## src/rtl/pt_walker_pkg.sv

```systemverilog
`timescale 1ns/1ps
package pt_walker_pkg;
  // entry flag positions
  localparam int unsigned FLG_VALID = 0;
  localparam int unsigned FLG_RD    = 1;
  localparam int unsigned FLG_WR    = 2;
  localparam int unsigned FLG_EX    = 3;
  localparam int unsigned FLG_DIRTY = 4;

  // access kinds
  localparam logic [1:0] ACC_READ  = 2'd0;
  localparam logic [1:0] ACC_WRITE = 2'd1;
  localparam logic [1:0] ACC_EXEC  = 2'd2;

  // result codes
  localparam logic [1:0] RES_OK   = 2'd0;
  localparam logic [1:0] RES_PAGE = 2'd1;
  localparam logic [1:0] RES_PROT = 2'd2;

  typedef enum logic [2:0] {
    ST_IDLE,
    ST_DIR_REQ,
    ST_DIR_WAIT,
    ST_LEAF_REQ,
    ST_LEAF_WAIT,
    ST_MARK_REQ,
    ST_MARK_WAIT,
    ST_RESULT
  } walk_st_e;
endpackage

```

## src/rtl/pt_addr_gen.sv

```systemverilog
`timescale 1ns/1ps
// Address arithmetic for both table levels and the final physical address.
module pt_addr_gen #(
  parameter int ADDR_W    = 32,
  parameter int OFF_W     = 12,
  parameter int TBL_W     = 10,
  parameter int ENT_BYTES = 4
) (
  input  logic [ADDR_W-1:0]       base,
  input  logic [ADDR_W-1:0]       vaddr,
  input  logic [ADDR_W-OFF_W-1:0] ent_ppn,
  output logic [ADDR_W-1:0]       dir_addr,
  output logic [ADDR_W-1:0]       leaf_addr,
  output logic [ADDR_W-1:0]       phys_addr
);
  localparam int PPN_W = ADDR_W - OFF_W;
  localparam int DIR_W = ADDR_W - OFF_W - TBL_W;
  localparam int SH    = $clog2(ENT_BYTES);

  logic [DIR_W-1:0]  dir_idx;
  logic [TBL_W-1:0]  tbl_idx;
  logic [ADDR_W-1:0] dir_off;
  logic [ADDR_W-1:0] tbl_off;
  logic [ADDR_W-1:0] tbl_base;

  always_comb begin
    dir_idx  = vaddr[ADDR_W-1 -: DIR_W];
    tbl_idx  = vaddr[OFF_W+TBL_W-1 -: TBL_W];
    dir_off  = {{(ADDR_W-DIR_W){1'b0}}, dir_idx} << SH;
    tbl_off  = {{(ADDR_W-TBL_W){1'b0}}, tbl_idx} << SH;
    tbl_base = {ent_ppn, {OFF_W{1'b0}}};
    dir_addr  = base + dir_off;
    leaf_addr = tbl_base + tbl_off;
    phys_addr = {ent_ppn[PPN_W-1:0], vaddr[OFF_W-1:0]};
  end
endmodule

```

## src/rtl/pt_perm_check.sv

```systemverilog
`timescale 1ns/1ps
// Decodes a fetched entry: presence, access permission, dirty update.
module pt_perm_check
  import pt_walker_pkg::*;
#(
  parameter int ENT_W = 32
) (
  input  logic [1:0]       acc,
  input  logic [ENT_W-1:0] entry,
  output logic             present,
  output logic             allowed,
  output logic             want_mark,
  output logic [ENT_W-1:0] marked_entry
);
  always_comb begin
    present = entry[FLG_VALID];
    unique case (acc)
      ACC_READ:  allowed = entry[FLG_RD];
      ACC_WRITE: allowed = entry[FLG_WR];
      ACC_EXEC:  allowed = entry[FLG_EX];
      default:   allowed = 1'b0;
    endcase
    want_mark    = (acc == ACC_WRITE) && !entry[FLG_DIRTY];
    marked_entry = entry | (ENT_W'(1) << FLG_DIRTY);
  end
endmodule

```

## src/rtl/pt_walk_ctrl.sv

```systemverilog
`timescale 1ns/1ps
// Walk sequencer: request capture, memory port, result registers.
module pt_walk_ctrl
  import pt_walker_pkg::*;
#(
  parameter int ADDR_W = 32
) (
  input  logic              clk,
  input  logic              rst,
  input  logic              req_valid,
  input  logic [ADDR_W-1:0] req_vaddr,
  input  logic [1:0]        req_acc,
  input  logic [ADDR_W-1:0] req_base,
  output logic              req_ready,
  output logic              sel_live,
  output logic [ADDR_W-1:0] vaddr_q,
  output logic [ADDR_W-1:0] base_q,
  output logic [1:0]        acc_q,
  input  logic [ADDR_W-1:0] dir_addr,
  input  logic [ADDR_W-1:0] leaf_addr,
  input  logic [ADDR_W-1:0] phys_addr,
  input  logic              ent_present,
  input  logic              acc_allowed,
  input  logic              want_mark,
  input  logic [ADDR_W-1:0] marked_entry,
  output logic              mem_req_valid,
  input  logic              mem_req_ready,
  output logic              mem_req_we,
  output logic [ADDR_W-1:0] mem_req_addr,
  output logic [ADDR_W-1:0] mem_req_wdata,
  input  logic              mem_rsp_valid,
  output logic              done_valid,
  output logic [1:0]        done_fault,
  output logic [ADDR_W-1:0] done_paddr
);
  walk_st_e          st;
  logic [ADDR_W-1:0] maddr_q;
  logic [ADDR_W-1:0] mwdata_q;
  logic              mwe_q;
  logic [1:0]        res_q;
  logic [ADDR_W-1:0] paddr_q;

  always_ff @(posedge clk) begin
    if (rst) begin
      st       <= ST_IDLE;
      vaddr_q  <= '0;
      base_q   <= '0;
      acc_q    <= ACC_READ;
      maddr_q  <= '0;
      mwdata_q <= '0;
      mwe_q    <= 1'b0;
      res_q    <= RES_OK;
      paddr_q  <= '0;
    end else begin
      unique case (st)
        ST_IDLE: begin
          if (req_valid) begin
            vaddr_q <= req_vaddr;
            base_q  <= req_base;
            acc_q   <= req_acc;
            maddr_q <= dir_addr;
            mwe_q   <= 1'b0;
            res_q   <= RES_OK;
            paddr_q <= '0;
            st      <= ST_DIR_REQ;
          end
        end
        ST_DIR_REQ: if (mem_req_ready) st <= ST_DIR_WAIT;
        ST_DIR_WAIT: begin
          if (mem_rsp_valid) begin
            if (!ent_present) begin
              res_q <= RES_PAGE;
              st    <= ST_RESULT;
            end else begin
              maddr_q <= leaf_addr;
              st      <= ST_LEAF_REQ;
            end
          end
        end
        ST_LEAF_REQ: if (mem_req_ready) st <= ST_LEAF_WAIT;
        ST_LEAF_WAIT: begin
          if (mem_rsp_valid) begin
            if (!ent_present) begin
              res_q <= RES_PAGE;
              st    <= ST_RESULT;
            end else if (!acc_allowed) begin
              res_q <= RES_PROT;
              st    <= ST_RESULT;
            end else begin
              paddr_q <= phys_addr;
              if (want_mark) begin
                mwe_q    <= 1'b1;
                mwdata_q <= marked_entry;
                st       <= ST_MARK_REQ;
              end else begin
                st <= ST_RESULT;
              end
            end
          end
        end
        ST_MARK_REQ: if (mem_req_ready) st <= ST_MARK_WAIT;
        ST_MARK_WAIT: begin
          if (mem_rsp_valid) begin
            mwe_q <= 1'b0;
            st    <= ST_RESULT;
          end
        end
        ST_RESULT: st <= ST_IDLE;
        default:   st <= ST_IDLE;
      endcase
    end
  end

  always_comb begin
    req_ready     = (st == ST_IDLE);
    sel_live      = (st == ST_IDLE);
    mem_req_valid = (st == ST_DIR_REQ) || (st == ST_LEAF_REQ) || (st == ST_MARK_REQ);
    mem_req_we    = mwe_q;
    mem_req_addr  = maddr_q;
    mem_req_wdata = mwdata_q;
    done_valid    = (st == ST_RESULT);
    done_fault    = res_q;
    done_paddr    = paddr_q;
  end
endmodule

```

## src/rtl/pt_walker.sv

```systemverilog
`timescale 1ns/1ps
module pt_walker #(
  parameter int ADDR_W    = 32,
  parameter int OFF_W     = 12,
  parameter int TBL_W     = 10,
  parameter int ENT_BYTES = 4
) (
  input  logic              clk,
  input  logic              rst,
  input  logic              req_valid,
  output logic              req_ready,
  input  logic [ADDR_W-1:0] req_vaddr,
  input  logic [1:0]        req_acc,
  input  logic [ADDR_W-1:0] req_base,
  output logic              mem_req_valid,
  input  logic              mem_req_ready,
  output logic              mem_req_we,
  output logic [ADDR_W-1:0] mem_req_addr,
  output logic [ADDR_W-1:0] mem_req_wdata,
  input  logic              mem_rsp_valid,
  input  logic [ADDR_W-1:0] mem_rsp_rdata,
  output logic              done_valid,
  output logic [1:0]        done_fault,
  output logic [ADDR_W-1:0] done_paddr
);
  localparam int PPN_W = ADDR_W - OFF_W;

  logic              sel_live;
  logic [ADDR_W-1:0] vaddr_q, base_q;
  logic [1:0]        acc_q;
  logic [ADDR_W-1:0] ag_base, ag_vaddr;
  logic [ADDR_W-1:0] dir_addr, leaf_addr, phys_addr;
  logic              ent_present, acc_allowed, want_mark;
  logic [ADDR_W-1:0] marked_entry;
  logic [PPN_W-1:0]  ent_ppn;

  always_comb begin
    ag_base  = sel_live ? req_base  : base_q;
    ag_vaddr = sel_live ? req_vaddr : vaddr_q;
    ent_ppn  = mem_rsp_rdata[ADDR_W-1:OFF_W];
  end

  pt_addr_gen #(
    .ADDR_W(ADDR_W), .OFF_W(OFF_W), .TBL_W(TBL_W), .ENT_BYTES(ENT_BYTES)
  ) u_agen (
    .base(ag_base), .vaddr(ag_vaddr), .ent_ppn(ent_ppn),
    .dir_addr(dir_addr), .leaf_addr(leaf_addr), .phys_addr(phys_addr)
  );

  pt_perm_check #(.ENT_W(ADDR_W)) u_perm (
    .acc(acc_q), .entry(mem_rsp_rdata),
    .present(ent_present), .allowed(acc_allowed),
    .want_mark(want_mark), .marked_entry(marked_entry)
  );

  pt_walk_ctrl #(.ADDR_W(ADDR_W)) u_ctrl (
    .clk(clk), .rst(rst),
    .req_valid(req_valid), .req_vaddr(req_vaddr), .req_acc(req_acc),
    .req_base(req_base), .req_ready(req_ready),
    .sel_live(sel_live), .vaddr_q(vaddr_q), .base_q(base_q), .acc_q(acc_q),
    .dir_addr(dir_addr), .leaf_addr(leaf_addr), .phys_addr(phys_addr),
    .ent_present(ent_present), .acc_allowed(acc_allowed),
    .want_mark(want_mark), .marked_entry(marked_entry),
    .mem_req_valid(mem_req_valid), .mem_req_ready(mem_req_ready),
    .mem_req_we(mem_req_we), .mem_req_addr(mem_req_addr),
    .mem_req_wdata(mem_req_wdata), .mem_rsp_valid(mem_rsp_valid),
    .done_valid(done_valid), .done_fault(done_fault), .done_paddr(done_paddr)
  );
endmodule

```

## config.mk

```make
export PLATFORM = sky130hd
export DESIGN_NAME = pt_walker
export DESIGN_NICKNAME = d
export VERILOG_FILES = /design/src/rtl/pt_walker_pkg.sv /design/src/rtl/pt_addr_gen.sv /design/src/rtl/pt_perm_check.sv /design/src/rtl/pt_walk_ctrl.sv /design/src/rtl/pt_walker.sv
export SDC_FILE = /design/constraint.sdc
export NUM_CORES = 1
export LEC_CHECK = 0
export ABC_AREA = 0
export ABC_CLOCK_PERIOD_IN_PS = 6960
export BUFFER_PORTS_ARGS = -buffer_cell sky130_fd_sc_hd__buf_2
export CAP_MARGIN = 0
export CORE_UTILIZATION = 57
export DETAILED_ROUTE_END_ITERATION = 8
export PLACE_DENSITY_LB_ADDON = 0.08
export SYNTH_ARGS = -nofsm -noshare
export SYNTH_HDL_FRONTEND = slang
export SYNTH_SLANG_ARGS = --single-unit
```

## constraint.sdc

```tcl
create_clock -name clk -period 6.96 [get_ports clk]
set_clock_uncertainty 0.05 [all_clocks]
set_input_delay 1.044 -clock clk [delete_from_list [all_inputs] [get_ports clk]]
set_output_delay 1.044 -clock clk [all_outputs]
set_load 0.02 [all_outputs]
```

### Yosys cells after proc, flatten, opt, wreduce, memory -nomap -nowiden

Cells that the tools add are included.

| storage, ports and cells | value |
|---|---|
| register bits after elaboration | 168 |
| output and inout bits | 102 |
| logic and storage cells | 88 |

| cells by class | value |
|---|---|
| add/subtract/negate cells | 2 |
| equality and inequality tests | 22 |
| mux-type cells | 38 |
| reductions and logical operators | 17 |

Operator list:

| kind | count |
|---|---|
| 32-bit 2-to-1 mux | 9 |
| 32-bit case mux with 2 select lines | 2 |
| 32-bit by 12-bit adder with 32-bit output | 2 |
| 3-bit 2-to-1 mux | 10 |
| 3-bit case mux with 8 select lines | 1 |
| 2-bit != test, second input constant | 10 |
| 2-bit 2-to-1 mux | 7 |
| 7-bit AND reduction | 2 |
| 3-bit equality test, second input constant | 4 |
| 5-bit AND reduction | 2 |
| 3-bit by 2-bit equality test with 1-bit output, second input constant | 2 |
| 1-bit 2-to-1 mux | 6 |
| 1-bit case mux with 3 select lines | 2 |
| 2-bit case mux with 3 select lines | 1 |
| 6-bit AND reduction | 1 |
| 3-bit nonzero test | 2 |
| 2-bit by 1-bit != test with 1-bit output, second input constant | 2 |
| 4-bit AND reduction | 1 |
| 2-bit nonzero test | 2 |
| 3-bit by 1-bit equality test with 1-bit output, second input constant | 1 |
| 3-bit logical NOT | 1 |
| 3-bit != test, second input constant | 1 |
| 2-bit by 1-bit equality test with 1-bit output, second input constant | 1 |
| 2-bit equality test, second input constant | 1 |
| 5 further kinds | 6 |

### Longest topological paths before layout

Gate-level depths: netlist of run 1.

| depth | value |
|---|---|
| word-level depth | 7 |
| depth in mapped cells | 18 |

### Modules after synthesis

Synthesis of run 1 repeated with hierarchy kept, for this count alone.

| second synthesis, totals | value |
|---|---|
| cell total of the unflattened synthesis | 1061 |
| area, all modules | 9072.5 sq um |

Modules (own cells, without submodules):

| module | times used | cells an instance | area an instance (sq um) | seq. area each (sq um) |
|---|---|---|---|---|
| pt_walk_ctrl | 1 | 775 | 6387.4 | 3363.2 |
| pt_addr_gen | 1 | 177 | 1326.3 | 0.0 |
| pt_walker | 1 | 71 | 1077.3 | 0.0 |
| pt_perm_check | 1 | 38 | 281.5 | 0.0 |

### Least setup slack after synthesis of run 1

No wires, ideal clock.

| path | value |
|---|---|
| path kind | register -> register |
| start point | register u_ctrl.st[0] |
| end point | register u_ctrl.maddr_q[28], in the netlist u_ctrl.mem_req_addr[28] |
| library setup time | 0.131 ns |
| arrival | 3.552 ns |
| required time | 6.779 ns |
| slack | 3.227 ns |
| cell stages (with the launch flop) | 19 |
| cell sequence | dfxtp_1 buf_4 or3_1 buf_6 inv_4 buf_2 buf_2 clkbuf_1 nand2_1 nand2_1 ha_1 fa_1 a211oi_1 o21ai_0 o2111ai_1 a21bo_2 nor4_1 xor2_1 o22ai_1 |

| on the way | value |
|---|---|
| longest elaborated chain between the ends | 6 |
| elaborated cells on any way between the ends | 15 |

Ends and longest elaborated chain:

| element | RTL line | text |
|---|---|---|
| start, declared | pt_walk_ctrl.sv:36 | `walk_st_e st;` |
| start signal, assigned | pt_walk_ctrl.sv:45 | `st <= ST_IDLE;` |
| start signal, assigned | pt_walk_ctrl.sv:65 | `st <= ST_DIR_REQ;` |
| start signal, assigned | pt_walk_ctrl.sv:68 | `ST_DIR_REQ: if (mem_req_ready) st <= ST_DIR_WAIT;` |
| 3-bit logical NOT | pt_walk_ctrl.sv:55, pt_walk_ctrl.sv:116 |  |
| 32-bit 2-to-1 mux | pt_walker.sv:39 | `ag_vaddr = sel_live ? req_vaddr : vaddr_q;` |
| 32-bit by 12-bit adder with 32-bit output | pt_addr_gen.sv:33 | `leaf_addr = tbl_base + tbl_off;` |
| 32-bit 2-to-1 mux | pt_walk_ctrl.sv:71 | `if (!ent_present) begin` |
| 32-bit 2-to-1 mux | pt_walk_ctrl.sv:70 | `if (mem_rsp_valid) begin` |
| 32-bit case mux with 2 select lines | pt_walk_ctrl.sv:55 | `unique case (st)` |
| end signal, assigned | pt_walk_ctrl.sv:61 | `maddr_q <= dir_addr;` |
| end signal, assigned | pt_walk_ctrl.sv:75 | `maddr_q <= leaf_addr;` |
| end, declared | pt_walk_ctrl.sv:37 | `logic [ADDR_W-1:0] maddr_q;` |

Several ways; a longest one is shown, not always the timed one. The select of a mux whose other input is x is not followed.
A chain may end at the register's enable or synchronous reset.

### Worst setup path after layout of run 1

| path | value |
|---|---|
| start point | register u_ctrl.st[0] |
| end point | register u_ctrl.maddr_q[20], in the netlist u_ctrl.mem_req_addr[20] |

Same word-level chain as after synthesis.

==> results of run 1 <==
## power breakdown
part / switching [mW] / total, mW / internal, mW
registers: 0.0568 / 1.08 / 1.02
clock network: 0.387 / 0.981 / 0.594
logic: 0.433 / 0.655 / 0.222
## cell families (layout without fill, tap and decap cells)
logic type,after synthesis,after routing,share of synthesized area (%)
AOI/OAI and AO/OA,248,248,19.2
xor gates and xnor gates,19,19,2.21
adders and majority gates,11,11,1.92
buffers and inverters,82,253,4.39
DFF,165,165,43.8
muxes,15,15,1.99
other,0,1,0
and+or+nand+nor,481,481,26.5
## cells in the final DEF (no fill, tap or decap), drive strengths merged, types with 7 or more instances in the layout
cell type / synthesis / routed
xnor2: 13 / 13
inv: 6 / 7
a21oi: 158 / 158
nor2: 45 / 45
nor3: 11 / 11
buf: 10 / 215
nand4: 8 / 8
nand2: 334 / 334
a211oi: 11 / 11
ha: 10 / 10
clkbuf: 66 / 21
a311oi: 9 / 9
a31oi: 9 / 9
dfxtp: 165 / 165
nand3: 50 / 50
and3: 12 / 12
mux2i: 15 / 15
o22ai: 7 / 7
o21ai: 19 / 19
## layer usage
metal	vias up	routed length [microns]	GRT usage (%)
met3	41	1690	9.27
met2	332	10600	54.2
met4	0	527	10.8
li1	3799	-	-
met1	3650	9340	40.9
met5	-	0	0
## final cells by class
cell class,instances,area (sq um),area share [%]
Tap cell,172,215,2.34
Multi-Input combinational cell,774,3930,42.7
Antenna cell,1,2.50,0.0272
Clock buffer,21,470,5.11
Timing Repair Buffer,215,1110,12.0
Clock inverter,11,149,1.62
Inverter,6,25.0,0.272
Sequential cell,165,3300,35.9
## sequential cells by signal, indices dropped and copies added (netlist names)
| name | count |
|---|---|
| u_ctrl.done_paddr | 32 |
| u_ctrl.mem_req_addr | 32 |
| u_ctrl.vaddr_q | 32 |
| u_ctrl.mem_req_wdata | 31 |
| u_ctrl.base_q | 30 |
| u_ctrl.st | 3 |
| u_ctrl.acc_q | 2 |
| u_ctrl.done_fault | 2 |
| u_ctrl.mem_req_we | 1 |
## stage by stage
| stage | setup WS (ns) | utilization, % | cell area (sq um) | cells | total power [mW] |
|---|---|---|---|---|---|
| 3_5_place_dp | 2.87 | 67.2 | 8580 | 1332 | 1.74 |
| 5_1_grt | 2.41 | 72.0 | 9200 | 1364 | 2.84 |
| 4_1_cts | 2.84 | 72.0 | 9200 | 1364 | 2.71 |
| 3_3_place_gp | 3.00 | 67.2 | 8580 | 1332 | 1.73 |
| 6_report | 2.79 | 72.0 | 9200 | 1365 | 2.71 |
| 2_1_floorplan | 3.23 | - | 7550 | 1021 | 1.55 |
## final timing paths
kind	from	depth (start not counted)	slack (ns)	to
min reg2reg	u_ctrl.done_paddr[6]	2	0.40	u_ctrl.done_paddr[6]
max	u_ctrl.st[0]	14	2.79	u_ctrl.mem_req_addr[20]
min	u_ctrl.done_paddr[6]	2	0.40	u_ctrl.done_paddr[6]
max reg2reg	u_ctrl.st[0]	14	2.79	u_ctrl.mem_req_addr[20]
## critical path, cell delays in order, from the launching register on
cell	delay (ns)
sky130_fd_sc_hd__dfxtp_1	0.65
sky130_fd_sc_hd__or3_1	0.18
sky130_fd_sc_hd__buf_4	0.37
sky130_fd_sc_hd__inv_4	0.29
sky130_fd_sc_hd__nand2_1	0.15
sky130_fd_sc_hd__nand2_1	0.06
sky130_fd_sc_hd__ha_1	0.22
sky130_fd_sc_hd__fa_1	0.43
sky130_fd_sc_hd__a211oi_1	0.25
sky130_fd_sc_hd__o21ai_0	0.20
sky130_fd_sc_hd__o2111ai_1	0.42
sky130_fd_sc_hd__a21bo_2	0.29
sky130_fd_sc_hd__nor2_1	0.09
sky130_fd_sc_hd__xnor2_1	0.15
sky130_fd_sc_hd__a211oi_1	0.24
==> results.cfg, run 1 <==
[outcome]
outcome = finished, final reports clean

[route]
viasPerCell = 5.73
detail-route-antenna-nets = 0
vias = 7822
wl_mm = 22.2
drt_drc_violations_left = 0
dr.pass1.iters = 5
drc_marker_count_from_the_first_detailed_route_iteration = 618
detail_route.wl_per_cell_microns = 16.2

[yosys]
async_set_reset_flop_share_out_of_synthesis_pct = 0
synth.cell_area_sq_um = 7550
synth.distinct_cells = 60
synthFlopType = sky130_fd_sc_hd__dfxtp_1
number_of_storage_elements_in_the_synthesis_netlist = 165
synthDominantAreaCellType = sky130_fd_sc_hd__dfxtp_1
post_synth_main_area_contributors = sky130_fd_sc_hd__dfxtp_1 44%, sky130_fd_sc_hd__nand2_1 17%, sky130_fd_sc_hd__a21oi_1 10%
syn_nets = 1135
ys_warn_count = 0
synth_edf_count = 0
yosys.cell_count.top_type = sky130_fd_sc_hd__nand2_1
synth_seq_area_share_pct = 43.8
synth_commonest_cells = 334 x sky130_fd_sc_hd__nand2_1, 165 x sky130_fd_sc_hd__dfxtp_1, 158 x sky130_fd_sc_hd__a21oi_1, 66 x sky130_fd_sc_hd__clkbuf_1, 50 x sky130_fd_sc_hd__nand3_1
area_share_of_the_largest_cell_type_after_synthesis_pct = 43.8
syn_inst = 1021
post_synth.cell_area_avg_sq_um = 7.39

[timing]
worst_pin_slew_ns = 1.18
maxClockFrequency_mhz = 240
setup_repair_after_global_routing_missed_its_margin = false
slew-limit-headroom_pct = 21.4
hold-worst-slack_ns = 0.397
layout_worst_path_cycle_share_pct = 59.9
hold_viol_final = 0
slew_viol_final = 0
totalNegativeSetupSlack_ns = 0
final-setup-viol-count = 0
final_critical_path_time_including_i_o_delays_and_setup_ns = 4.17

[die]
num_io_pins = 205
core_sq_um = 12800
chipWidth_microns = 117
rows = 41
initial_utilization_pct = 59.1
die_ar_sq_um = 13700
die_h_microns = 117

[cts]
clk_root_buffer_cell = sky130_fd_sc_hd__clkbuf_16
worstSkewPairLatency_ns = 0.43
post_cts.repair.setup_buffers = 0
htree_levels = 4
cts_tree = yes
clock_tree.buffer_depth = 2
clock-sinks = 165
cts_inserted_buffers = 17
path_clk_slew_ns = 0.06
ctsHoldBuffers = 0
ctsResizeCount = 0

[worst_setup_path]
worst_setup_path_start_kind = flop
cp-end-kind = flop
worstPathRequired_ns = 7.24
critPathKind = flop to flop
worst_ep_arrival_time_ns = 4.45
path_max_fanout = 46

[global_route]
global_route.overflow_total = 0
global_route_usage_over_all_layers_pct = 32.6
grt_max_degree = 95
first_global_vias = 6940
global_route_wire_length_before_repair_mm = 34.2
antenna_found_initial = 0

[flow_run]
timing.max_cap.violations = 0

[power_and_ir_drop]
pwr_density_cell_nw_per_um2 = 295
ir_drop_uv = 237
leakagePower_nw = 3.96

[layout]
n_fill_cell = 1077
final_net_count = 1293
layout-area-overhead-vs-synth_pct = 21.9
share_of_final_layout_standard_cells_stronger_than_drive_strength_1_pct = 21.6

[min_path]
hp-class = flop to flop

[place]
port_buffers = 204
dp_hpwl_mm = 15.0
gp_routability_congestion = 0.894
Power figures use the tool's default switching activity.
==> run 2: changes to the inputs <==
--- a/config.mk
+++ b/config.mk
@@ -6,10 +6,10 @@
 export NUM_CORES = 1
 export LEC_CHECK = 0
 export ABC_AREA = 0
-export ABC_CLOCK_PERIOD_IN_PS = 6960
+export ABC_CLOCK_PERIOD_IN_PS = 3550
 export BUFFER_PORTS_ARGS = -buffer_cell sky130_fd_sc_hd__buf_2
 export CAP_MARGIN = 0
-export CORE_UTILIZATION = 57
+export CORE_UTILIZATION = 48
 export DETAILED_ROUTE_END_ITERATION = 8
 export PLACE_DENSITY_LB_ADDON = 0.08
 export SYNTH_ARGS = -nofsm -noshare
==> constraint.sdc (replaced) <==
create_clock -name clk -period 3.55 [get_ports clk]
set_clock_uncertainty 0.05 [all_clocks]
set_input_delay 0.5325 -clock clk [delete_from_list [all_inputs] [get_ports clk]]
set_output_delay 0.5325 -clock clk [all_outputs]
set_load 0.02 [all_outputs]
==> run 2 against run 1 <==
  * Total power grew 97%
  * Utilization shrank 11 points
  * Critical endpoint is now u_ctrl.mem_req_addr[24]
  * Combinational power grew 100%
  * Sequential share of layout area shrank 0.47 points
  * Cell count grew 3.6%
  * Worst setup slack lost 2.5 ns
  * Die area grew 18%
  * Worst hold slack lost 0.11 ns
  * Register-to-register slack lost 2.5 ns
  * Clock power grew 96%
  * Clock-buffer cell count shrank 4
==> results.cfg, run 2 (same netlist as run 1, synthesis figures left out) <==
[outcome]
outcome = finished, final reports clean

[place]
cell_area_reported_after_detailed_placement_sq_um = 8710
dp.cells = 1382
port_buffers = 204
gp_routability_congestion = 0.894
dp_hpwl_mm = 15.4

[cts]
post_cts.repair.setup_buffers = 0
worstSkewPairLatency_ns = 0.43
ctsHoldBuffers = 0
cts_inserted_buffers = 17
clk_root_buffer_cell = sky130_fd_sc_hd__clkbuf_16
htree_levels = 4
cts_tree = yes
clock_tree.buffer_depth = 2
ctsResizeCount = 0
clock-sinks = 165
path_clk_slew_ns = 0.07

[die]
initial_utilization_pct = 49.5
rows = 45
core_sq_um = 15300
die_ar_sq_um = 16200
num_io_pins = 205
chipWidth_microns = 127
die_h_microns = 127

[layout]
layout.cells.non_filler = 1414
most_common_cell_after_layout_fill_and_taps_aside = sky130_fd_sc_hd__nand2_1
layout_common_cells = 333 x sky130_fd_sc_hd__nand2_1, 203 x sky130_fd_sc_hd__buf_2, 165 x sky130_fd_sc_hd__dfxtp_1, 158 x sky130_fd_sc_hd__a21oi_1, 50 x sky130_fd_sc_hd__nand3_1
number_of_antenna_diodes = 0
final_cell_area_sq_um = 9320
final_net_count = 1304
layout.core_utilization_pct = 61.1
share_of_final_layout_standard_cells_stronger_than_drive_strength_1_pct = 22.4
layout-area-overhead-vs-synth_pct = 23.6

[worst_setup_path]
cp-end-kind = flop
worst-r2r-cell-count = 12
worst_ep_arrival_time_ns = 3.59
crit_path_largest_cell_delay_ns = 0.51
cpMaxStageDelayCell = sky130_fd_sc_hd__or3_1
cp_cell_sequence = or3_1, nand2_1, nand2_1, ha_1, fa_1, a211oi_1, o21ai_1, o2111ai_2, a21bo_2, nor3_2, xnor2_1, a211oi_1
rr_startpoint = u_ctrl.st[2]
worstPathRequired_ns = 3.83
critPathKind = flop to flop
path_max_fanout = 6
regToRegSetupSlack_ns = 0.24
timing.rr.end = u_ctrl.mem_req_addr[24]
worst_setup_path_start_kind = flop

[timing]
final-setup-viol-count = 0
maxClockFrequency_mhz = 302
hold_viol_final = 0
layout_worst_path_cycle_share_pct = 93.2
final_critical_path_time_including_i_o_delays_and_setup_ns = 3.31
setup_repair_after_global_routing_missed_its_margin = false
worst_pin_slew_ns = 0.940
slew_viol_final = 0
slew-limit-headroom_pct = 37.4

[route]
detail-route-antenna-nets = 0
wl_mm = 22.4
drc_marker_count_from_the_first_detailed_route_iteration = 658
detail_route.wl_per_cell_microns = 15.8
dr.pass1.iters = 5
viasPerCell = 5.46
drt_drc_violations_left = 0
vias = 7714

[global_route]
antenna_found_initial = 1
grt_max_degree = 88
first_global_vias = 6823
global_route_usage_over_all_layers_pct = 27.6
global_route.overflow_total = 0
global_route_wire_length_before_repair_mm = 35.3

[power_and_ir_drop]
seq_power_share_pct = 39.2
p_int_mw = 3.53
pwr_density_cell_nw_per_um2 = 573
clk_network_pwr_share_pct = 35.9
swShare_pct = 33.9
ir_drop_uv = 377
leakagePower_nw = 4.02
combinationalPowerShare_pct = 25.0
total_power_mw = 5.34
power.switching_mw = 1.81

[min_path]
hp-class = primary input to flop
whs_path_depth = 3
worst_hold_startpoint = mem_rsp_rdata[9]
worstHoldEndpoint = u_ctrl.mem_req_wdata[9]

[flow_run]
timing.max_cap.violations = 0
==> run 2: changes by cell type in the layout (fill, tap and decap cells not counted), moves of 2 or more <==
cell	delta
sky130_fd_sc_hd__buf_4	+11
sky130_fd_sc_hd__clkinvlp_4	-2
sky130_fd_sc_hd__inv_8	+5
sky130_fd_sc_hd__inv_6	+4
sky130_fd_sc_hd__clkbuf_8	-3
==> run 2: worst max-delay path, delay by kind of cell (launching register included) <==
kind                     cells  cell delay (ns)
XOR/XNOR                     1             0.14
flip-flops                   1             0.31
AO/OA/AOI/OAI                5             1.31
adder cells (fa/ha/maj)      2             0.65
AND/OR/NAND/NOR              4             0.75
==> run 2: worst max path at each step <==
stage / startpoint / endpoint / slack, ns
2_1_floorplan: u_ctrl.st[0] / u_ctrl.mem_req_addr[28] / -0.09
3_3_place_gp: u_ctrl.st[2] / u_ctrl.mem_req_addr[18] / 0.23
3_5_place_dp: u_ctrl.st[2] / u_ctrl.mem_req_addr[28] / 0.16
4_1_cts: u_ctrl.st[2] / u_ctrl.mem_req_addr[18] / 0.11
5_1_grt: u_ctrl.st[2] / u_ctrl.mem_req_addr[25] / 0.03
6_report: u_ctrl.st[2] / u_ctrl.mem_req_addr[24] / 0.24
==> run 2: routing by layer <==
layer | routed length (microns) | up-vias | GRT usage, % | share of wire [%]
met5 | 13 | - | 0 | 0.058
met4 | 317 | 2 | 8.40 | 1.4
met3 | 1330 | 29 | 6.03 | 5.9
met2 | 10900 | 257 | 45.1 | 48
met1 | 9890 | 3594 | 36.3 | 44
li1 | - | 3832 | - | -
==> run 2: layout make-up <==
class | count | area [sq um]
Fill cell | 1527 | 5930
Multi-Input combinational cell | 774 | 3940
Sequential cell | 165 | 3300
Timing Repair Buffer | 226 | 1190
Clock buffer | 17 | 425
Tap cell | 211 | 264
Clock inverter | 15 | 181
Inverter | 6 | 25.0
==> run 2: stage by stage <==
| stage | hold WS (ns) | setup slack (ns) | TNS (ns) |
|---|---|---|---|
| floorplan | 0.381 | -0.0895 | -0.0895 |
| global placement | 0.386 | 0.229 | 0 |
| detailed placement | 0.391 | 0.159 | 0 |
| CTS | 0.277 | 0.114 | 0 |
| global route | 0.278 | 0.0327 | 0 |
| finish | 0.289 | 0.243 | 0 |
==> run 2: power by group through the flow <==
stage	clock (mW)	combinational, mW	sequential, mW
after global placement	0	1.31	2.13
after CTS	1.94	1.33	2.09
after floorplan	0	0.848	2.19
after detailed placement	0	1.32	2.13
final	1.92	1.33	2.09
after global routing	2.03	1.48	2.10
==> run 3: changes to the inputs <==
--- a/config.mk
+++ b/config.mk
@@ -11,6 +11,7 @@
 export CAP_MARGIN = 0
 export CORE_UTILIZATION = 48
 export DETAILED_ROUTE_END_ITERATION = 8
+export MAX_ROUTING_LAYER = met4
 export PLACE_DENSITY_LB_ADDON = 0.08
 export SYNTH_ARGS = -nofsm -noshare
 export SYNTH_HDL_FRONTEND = slang
==> run 3 against run 2 <==
  * Critical path depth stayed put
  * Non-clock buffer count unchanged
  * Clock-buffer cell count stayed put
  * Worst hold slack worse by 0.00061 ns
  * First-iteration DRC count is 3.8% lower
  * Combinational power about the same
  * Cell count barely moved
  * Sequential power is essentially flat
  * Largest cell class unchanged
  * Largest power group unchanged
==> results.cfg, run 3 (same netlist as run 1, synthesis figures left out) <==
[outcome]
outcome = finished, final reports clean

[timing]
final_critical_path_time_including_i_o_delays_and_setup_ns = 3.33
slew_viol_final = 0
maxClockFrequency_mhz = 300
setup_ws_post_layout_ns = 0.216
totalNegativeSetupSlack_ns = 0
slew-limit-headroom_pct = 37.2
worst_pin_slew_ns = 0.943
hold_viol_final = 0
final-setup-viol-count = 0
setup_repair_after_global_routing_missed_its_margin = false
layout_worst_path_cycle_share_pct = 93.9
hold-worst-slack_ns = 0.288

[global_route]
global_route.usage.met1_pct = 36.6
grt_max_degree = 88
grtUsageMet2_pct = 45.1
global_route_wire_length_before_repair_mm = 35.3
global_route.overflow_total = 0
first_global_vias = 6816
antenna_found_initial = 1
busiest_layer = met2
global_route_usage_over_all_layers_pct = 28.4
grt.met3_usage_pct = 5.74

[place]
dp_hpwl_mm = 15.4
gp_routability_congestion = 0.909
port_buffers = 204
dpl_worst_slack_ns = 0.159
cell_area_reported_after_detailed_placement_sq_um = 8710

[worst_setup_path]
worst_setup_path_start_kind = flop
timing.critical_path.max_delay_family = compound AO/OA/AOI/OAI gates
cpMaxStageDelayCell = sky130_fd_sc_hd__or3_1
path_max_fanout = 6
crit_path_largest_cell_delay_ns = 0.52
worst_ep_arrival_time_ns = 3.62
worstPathRequired_ns = 3.83
cp.buffers_inverters = 0
cp-end-kind = flop
critPathKind = flop to flop
cp_cell_sequence = or3_1, nand2_1, nand2_1, ha_1, fa_1, a211oi_1, o21ai_1, o2111ai_2, a21bo_2, nor3_2, xnor2_1, a211oi_1

[layout]
most_common_cell_after_layout_fill_and_taps_aside = sky130_fd_sc_hd__nand2_1
share_of_final_layout_standard_cells_stronger_than_drive_strength_1_pct = 22.4
final_cell_area_sq_um = 9330
layout_common_cells = 333 x sky130_fd_sc_hd__nand2_1, 203 x sky130_fd_sc_hd__buf_2, 165 x sky130_fd_sc_hd__dfxtp_1, 158 x sky130_fd_sc_hd__a21oi_1, 50 x sky130_fd_sc_hd__nand3_1
layout-area-overhead-vs-synth_pct = 23.6
final_net_count = 1304

[route]
drt_drc_violations_left = 0
vias = 7742
viasPerCell = 5.47
detail-route-antenna-nets = 0
dr.pass1.iters = 5
wl_mm = 22.4
drc_marker_count_from_the_first_detailed_route_iteration = 633
detail_route.wl_per_cell_microns = 15.8

[cts]
clock-sinks = 165
cts_tree = yes
cts_inserted_buffers = 17
post_cts.repair.setup_buffers = 0
clock_tree.buffer_depth = 2
path_clk_slew_ns = 0.07
clk_root_buffer_cell = sky130_fd_sc_hd__clkbuf_16
worstSkewPairLatency_ns = 0.43
htree_levels = 4
ctsHoldBuffers = 0

[die]
initial_utilization_pct = 49.5
chipWidth_microns = 127
die_ar_sq_um = 16200
rows = 45
die_h_microns = 127
num_io_pins = 205
core_sq_um = 15300

[power_and_ir_drop]
clk_network_pwr_share_pct = 35.8
power.switching_mw = 1.80
pwr_density_cell_nw_per_um2 = 572
combinationalPowerShare_pct = 25.0
seq_power_share_pct = 39.2
leakagePower_nw = 4.02
p_int_mw = 3.53
swShare_pct = 33.8
ir_drop_uv = 377

[min_path]
hp-class = primary input to flop

[flow_run]
timing.max_cap.violations = 0
-- run 3: cell count changes in the layout (fill, tap and decap cells not counted), sizes merged --
| cell | change |
|---|---|
| diode | +1 |
-- run 3: final cells by class --
| cell class | instances | area, sq um |
|---|---|---|
| clock inverters | 15 | 181 |
| clock buffers | 17 | 425 |
| inverters | 6 | 25.0 |
| fillers | 1526 | 5930 |
| repair buffers | 226 | 1190 |
| diodes | 1 | 2.50 |
| multi-input cells | 774 | 3940 |
| well taps | 211 | 264 |
| flip-flops and latches | 165 | 3300 |
-- run 3: power groups by stage --
stage	logic, mW	registers (mW)	clock network (mW)
2_1_floorplan	0.848	2.19	0
3_3_place_gp	1.31	2.13	0
3_5_place_dp	1.32	2.13	0
4_1_cts	1.33	2.09	1.94
5_1_grt	1.48	2.10	2.03
6_report	1.33	2.09	1.91
-- run 3: per-layer routing --
metal  wire length [microns]  up-vias
met3                    1370       32
met1                    9880     3608
met5                       0        -
li1                        -     3841
met4                     347        0
met2                   10800      261
-- run 3: path summary, 6_finish.rpt --
path / from / to / slack (ns) / cells after the start
worst max-delay path: u_ctrl.st[2] / u_ctrl.mem_req_addr[24] / 0.22 / 12
worst min-delay path: mem_rsp_rdata[9] / u_ctrl.mem_req_wdata[9] / 0.29 / 3
worst max register to register: u_ctrl.st[2] / u_ctrl.mem_req_addr[24] / 0.22 / 12
worst min register to register: u_ctrl.done_paddr[9] / u_ctrl.done_paddr[9] / 0.40 / 2
-- run 3: metrics by stage --
stage | utilization (%) | cells | power, mW
final | 61.1 | 1415 | 5.33
after global routing | 61.1 | 1415 | 5.62
after CTS | 61.1 | 1414 | 5.36
after detailed placement | 57.1 | 1382 | 3.45
after global placement | 57.1 | 1382 | 3.44
after floorplan | - | 1021 | 3.03
-- run 3: tightest hold or removal path: cells and delay by family --
family	cells	cell delay, ns
simple gates	1	0.04
compound gates	1	0.05
buf+inv	1	0.09
-- run 3: repair_timing --
item,4_1_cts,5_1_grt
endpoints found under the hold margin,0,0
gates resized for setup,0,2
endpoints found under the setup margin,0,8
